**src/rtl/tsr_pkg.sv**
```systemverilog
package tsr_pkg;
   localparam int NUM_TAPS  = 4;
   localparam int TAP_SEL_W = $clog2(NUM_TAPS);
   typedef logic [TAP_SEL_W-1:0] tap_sel_t;
endpackage

```
**src/rtl/tsr_tap_mux.sv**
```systemverilog
module tsr_tap_mux
   import tsr_pkg::*;
#(
   parameter int TB_W     = 64,
   parameter int TAP_LO   = 12,
   parameter int TAP_STEP = 4
) (
   input  logic [TB_W-1:0] tb_bits,
   input  tap_sel_t        sel,
   output logic            tap
);
   localparam int TAP_HI = TAP_LO + (NUM_TAPS-1)*TAP_STEP;

   if (TAP_STEP < 1) begin : g_bad_step
      $error("tsr_tap_mux: TAP_STEP must be at least 1");
   end
   if (TAP_HI >= TB_W || TAP_LO < 0) begin : g_bad_range
      $error("tsr_tap_mux: tap range exceeds time-base width");
   end

   logic [NUM_TAPS-1:0] taps;
   for (genvar i = 0; i < NUM_TAPS; i++) begin : g_tap
      assign taps[i] = tb_bits[TAP_LO + i*TAP_STEP];
   end

   assign tap = taps[sel];
endmodule

```
**src/rtl/tsr_edge_det.sv**
```systemverilog
module tsr_edge_det (
   input  logic clk,
   input  logic rst,
   input  logic din,
   output logic rise
);
   logic cap_q;
   logic hist_q;

   always_ff @(posedge clk) begin
      if (rst) begin
         cap_q  <= 1'b0;
         hist_q <= 1'b0;
      end else begin
         cap_q  <= din;
         hist_q <= cap_q;
      end
   end

   assign rise = cap_q & ~hist_q;
endmodule

```
**src/rtl/tsr_sticky_bit.sv**
```systemverilog
module tsr_sticky_bit (
   input  logic clk,
   input  logic rst,
   input  logic set_evt,
   input  logic clr_req,
   output logic flag
);
   always_ff @(posedge clk) begin
      if (rst)
         flag <= 1'b0;
      else if (set_evt)
         flag <= 1'b1;
      else if (clr_req)
         flag <= 1'b0;
   end
endmodule

```
**src/rtl/tmr_status_reg.sv**
```systemverilog
module tmr_status_reg
   import tsr_pkg::*;
#(
   parameter int DATA_W       = 32,
   parameter int TB_W         = 64,
   parameter int FIT_TAP_LO   = 12,
   parameter int FIT_TAP_STEP = 4,
   parameter int FIT_POS      = 2,
   parameter int PIT_POS      = 3
) (
   input  logic              clk,
   input  logic              rst,
   input  logic [TB_W-1:0]   tb_bits,
   input  logic [1:0]        fit_sel,
   input  logic              pit_timeout,
   input  logic              wr_en,
   input  logic [DATA_W-1:0] wr_mask,
   input  logic              fit_en,
   input  logic              pit_en,
   input  logic              ext_int_en,
   output logic [DATA_W-1:0] status_word,
   output logic              fit_irq,
   output logic              pit_irq
);
   if (FIT_POS == PIT_POS) begin : g_bad_pos
      $error("tmr_status_reg: flag positions must differ");
   end
   if (FIT_POS >= DATA_W || PIT_POS >= DATA_W || FIT_POS < 0 || PIT_POS < 0) begin : g_bad_width
      $error("tmr_status_reg: flag position outside status word");
   end

   logic fit_tap;
   logic fit_rise;
   logic fit_flag;
   logic pit_flag;

   tsr_tap_mux #(
      .TB_W     (TB_W),
      .TAP_LO   (FIT_TAP_LO),
      .TAP_STEP (FIT_TAP_STEP)
   ) u_mux (
      .tb_bits (tb_bits),
      .sel     (tap_sel_t'(fit_sel)),
      .tap     (fit_tap)
   );

   tsr_edge_det u_edge (
      .clk  (clk),
      .rst  (rst),
      .din  (fit_tap),
      .rise (fit_rise)
   );

   tsr_sticky_bit u_fit (
      .clk     (clk),
      .rst     (rst),
      .set_evt (fit_rise),
      .clr_req (wr_en & wr_mask[FIT_POS]),
      .flag    (fit_flag)
   );

   tsr_sticky_bit u_pit (
      .clk     (clk),
      .rst     (rst),
      .set_evt (pit_timeout),
      .clr_req (wr_en & wr_mask[PIT_POS]),
      .flag    (pit_flag)
   );

   always_comb begin
      status_word          = '0;
      status_word[FIT_POS] = fit_flag;
      status_word[PIT_POS] = pit_flag;
   end

   assign fit_irq = fit_flag & fit_en & ext_int_en;
   assign pit_irq = pit_flag & pit_en & ext_int_en;
endmodule

```
**config.mk**
```make
export PLATFORM = sky130hd
export DESIGN_NAME = tmr_status_reg
export DESIGN_NICKNAME = d
export VERILOG_FILES = /design/src/rtl/tsr_pkg.sv /design/src/rtl/tsr_tap_mux.sv /design/src/rtl/tsr_edge_det.sv /design/src/rtl/tsr_sticky_bit.sv /design/src/rtl/tmr_status_reg.sv
export SDC_FILE = /design/constraint.sdc
export NUM_CORES = 1
export LEC_CHECK = 0
export BUFFER_PORTS_ARGS = -buffer_cell sky130_fd_sc_hd__buf_4
export CAP_MARGIN = 20
export CORE_MARGIN = 2
export CORE_UTILIZATION = 17
export DETAILED_ROUTE_END_ITERATION = 8
export GPL_TIMING_DRIVEN = 0
export MAX_ROUTING_LAYER = met4
export PLACE_DENSITY = 0.87
export SYNTH_ARGS = -nofsm -noshare
export SYNTH_HDL_FRONTEND = slang
export SYNTH_SLANG_ARGS = --single-unit
export TNS_END_PERCENT = 10
```
**constraint.sdc**
```tcl
create_clock -name clk -period 1.1 [get_ports clk]
set_input_delay 0.275 -clock clk [delete_from_list [all_inputs] [get_ports clk]]
set_output_delay 0.275 -clock clk [all_outputs]
set_load 0.03 [all_outputs]
```
# [Word level (Yosys, flattened, before mapping)]
# Index checks and enable logic that the tools add are counted.
[word_totals] ff_bits=4 in_bits=105 out_inout_bits=34 word_cells=21
[op_classes] order_cmp=1 n_mux=6 n_bitwise=8 n_reduce_logical=2
[op_table] operator="1-bit AND" n=7
[op_table] operator="1-bit 2-to-1 mux" n=5
[op_table] operator="2-bit nonzero test" n=2
[op_table] operator="2-bit by 3-bit less-than comparator with 1-bit output, second input constant" n=1
[op_table] operator="1-bit binary-select mux with 2-bit select" n=1
[op_table] operator="1-bit NOT" n=1

# [Longest topological paths before layout]
[logic_depth] word_depth=3 mapped_depth=2 depth_no_buf=2

# [By module]
# A second synthesis with hierarchy kept.
[hier_totals] hier_cells=51 area_unflattened_um2=430.4
[by_module_without_submodules] module="tmr_status_reg" instances=1 cells_per_inst=37 area_each_um2=269.0 seq_area_each_um2=0.0
[by_module_without_submodules] module="tsr_sticky_bit" instances=2 cells_per_inst=4 area_each_um2=38.8 seq_area_each_um2=20.0
[by_module_without_submodules] module="tsr_edge_det" instances=1 cells_per_inst=5 area_each_um2=61.3 seq_area_each_um2=40.0
[by_module_without_submodules] module="tsr_tap_mux" instances=1 cells_per_inst=1 area_each_um2=22.5 seq_area_each_um2=0.0

# [Worst setup path before layout]
# OpenSTA, ideal clock, no wires.
[synth_path] kind="in2reg" from="in fit_sel[0]" to="reg u_edge.cap_q" setup_ps=112 t_arrival_ps=862 required_ps=988 path_slack_ps=126 stages=2 n_path_buf=0 cell_sequence="mux4_2 > nor2b_4"
[synth_between] elab_chain_len=2
[synth_rtl] item="from (decl)" line_no="tmr_status_reg.sv:14" source="input logic [1:0] fit_sel,"
[synth_rtl] item="1-bit binary-select mux with 2-bit select" line_no="tsr_tap_mux.sv:26" source="assign tap = taps[sel];"
[synth_rtl] item="1-bit 2-to-1 mux (not written as such)" line_no="tsr_tap_mux.sv:26"
[synth_rtl] item="to (signal assigned)" line_no="tsr_edge_det.sv:15" source="cap_q <= din;"
[synth_rtl] item="to (decl)" line_no="tsr_edge_det.sv:7" source="logic cap_q;"
# Every way passes these cells. The select of a mux whose other input is x is not followed.
# A chain may end at the register's enable or synchronous reset.

# [Final worst setup path]
[layout_path] from="reg u_fit.flag" to="out fit_irq"
[layout_between] elab_chain_len=2
[layout_rtl] item="from (decl)" line_no="tsr_sticky_bit.sv:6" source="output logic flag"
[layout_rtl] item="from (signal assigned)" line_no="tsr_sticky_bit.sv:10" source="flag <= 1'b0;"
[layout_rtl] item="from (signal assigned)" line_no="tsr_sticky_bit.sv:12" source="flag <= 1'b1;"
[layout_rtl] item="from (signal assigned)" line_no="tsr_sticky_bit.sv:14" source="flag <= 1'b0;"
[layout_rtl] item="1-bit AND (2 in a row)" line_no="tmr_status_reg.sv:76" source="assign fit_irq = fit_flag & fit_en & ext_int_en;"
[layout_rtl] item="to (decl)" line_no="tmr_status_reg.sv:22" source="output logic fit_irq,"
# Every way passes these cells.

==> qor.yml <==
crit_path_end_kind: "primary output"
detail_route.wirelength_um: 752
syn_inst: 47
grt_pass1_wl_um: 910
rsz0062_at_grt: "yes"
yosysWarnings: 0
postRouteAntennaNets: 0
drt_iter0_markers: 3
post_drt_via_cell_ratio: 2.808
syn_to_final_growth_pct: 78.74
ys_seq_elements: 4
grt_overflow: 0
p_leak_nw: 0.4470
drc_errors: 0
cpPeakStageDelay_ns: 0.33
postCtsSetupBuffers: 0
setup_viol: 2
drive_above_1_share_pct: 62.89
path_cells: "and3_4, buf_6"
path_class: "flop to primary output"
yosysUniqueCellTypes: 12
maxCapViolCount: 0
arrival_ns: 0.86
report.final.slew_viol_count: 0
fillerInstances: 250
die-height_um: 53.58
synth_area_per_cell_um2: 8.892
ys_seq_area_share_pct: 19.16
ios: 139
required_ns: 0.82
syn_area_um2: 417.9
dr_wl_met2_um: 407
hpwl_um: 707.6
gp_congestion: 0.6342
final_common_cell: "buf_4"
top_layer_used: "met3"
cts.htree.levels: 1
cp_max_fo: 3
cp_slowest_cell: "dfxtp_2"
grt_max_degree: 5
cts.root.buffer_cell: "clkbuf_4"
insertion_delay_ns: 0.23
grt_pass1_vias: 242
violations: "setup timing"
ir_drop_v: 0.0008076
dr.pass1.iters: 2
cpLargestDelayFamily: "flip-flops"
die_x_um: 53.58
mostFrequentLayoutCells: "buf_4, conb_1, buf_6, clkbuf_4"
wl_per_cell_um: 6.016
period_share_pct: 102.8
max_freq_mhz: 884.2
routed-wl-met3_um: 151
skew_ns: 0.002491
dieArea_mm2: 0.002871
io_buffer_count: 18
core_area_mm2: 0.002276
vias: 351
numClockSinks: 4
synth.top_cell.area_share_pct: 57.49
n_antenna_cell: 0
hold_buffers: 0
start_util_pct: 18.36
fin_ws_ns: -0.03093
finish.utilization_pct: 32.82
cts_buffers: 3
layout_min_cycle_time_ns: 1.131
yosysTopAreaCell: "buf_4"
outcome: "complete, but fails checks"
hold_class: "input port to flop"
synth_area_leaders: "buf_4, dfxtp_1, mux4_2"
antenna_found_initial: 0
num_rows: 17
grt_usage_pct: 5.206
clockBufferDepth: 2
clk_pin_slew_ns: 0.04
cts_tree: "built"
crit_path_start_kind: "flop"
hold_viol: 0
wl_met1_um: 193
path_buf_inv: 1
nNetsFinal: 204
whs_ns: 0.2332
p_per_area_mw_per_mm2: 902.4
-- logic make-up (layout without fill, tap and decap cells) --
kind of cell / after synthesis / after routing / synth area share [%]
buffers and inverters: 32 / 53 / 57.48
AOI/OAI and AO/OA: 4 / 4 / 7.784
and+or+nand+nor: 5 / 5 / 9.282
muxes: 1 / 1 / 5.389
other: 1 / 30 / 0.8973
DFF: 4 / 4 / 19.16
-- registers in the layout, summed over array words and instances, names as in the netlist --
signal         cells
u_fit.flag         1
u_pit.flag         1
u_edge.cap_q       1
u_edge.hist_q      1
-- metal layers --
metal	global-route usage, %	vias up
li1	-	187
met1	3.892	135
met2	8.025	29
met3	5.278	0
met4	2.564	0
met5	-	-
-- metrics by stage --
stage               area (um2)  std cells  worst slack (ns)  power [mW]  setup TNS [ns]
global placement         696.9        122           0.02304      0.4801               0
CTS                      737.0        125          -0.04404      0.6802        -0.07481
finish                   747.0        125          -0.03093      0.6740        -0.05921
detailed placement       696.9        122           0.02219      0.4818               0
floorplan                526.8         76            0.1264      0.4266               0
global route             747.0        125          -0.07060      0.7181         -0.1472
-- worst paths after layout --
| path | startpoint | to | slack [ns] | depth (start not counted) |
|---|---|---|---|---|
| min reg2reg | u_edge.cap_q | u_fit.flag | 0.46 | 2 |
| max | u_fit.flag | fit_irq | -0.03 | 2 |
| min | rst | u_fit.flag | 0.23 | 2 |
| max reg2reg | u_fit.flag | u_fit.flag | 0.36 | 2 |
-- area by class of cell --
class                   instances  area, um2  share of cell area, %
plain buffers                  32      240.2                  32.16
clock buffers                   3      22.52                  3.015
multi-input cells              40      216.5                  28.98
flip-flops and latches          4      82.58                  11.06
well taps                      28      35.03                  4.690
repair buffers                 18      150.1                  20.10
-- Yosys cell counts --
cell type  instances
nand2b_1           1
dfxtp_1            4
conb_1             1
o21ba_2            1
nor2b_4            1
a21boi_0           1
a21bo_2            1
a21oi_1            1
mux4_2             1
buf_4             32
nor2b_1            1
and3_1             2
-- timing repair --
item	in CTS	in global routing
pin swaps	1	1
gates resized for setup	6	2
hold endpoints to repair	0	0
setup endpoints to repair	4	4
-- power by group --
group	leakage (nW)	internal [mW]	switching, mW
Sequential	0.0337	0.158	0.00592
Combinational	0.399	0.146	0.184
Clock	0.0138	0.122	0.0589
No activity file was read; power rests on OpenSTA's default activity.
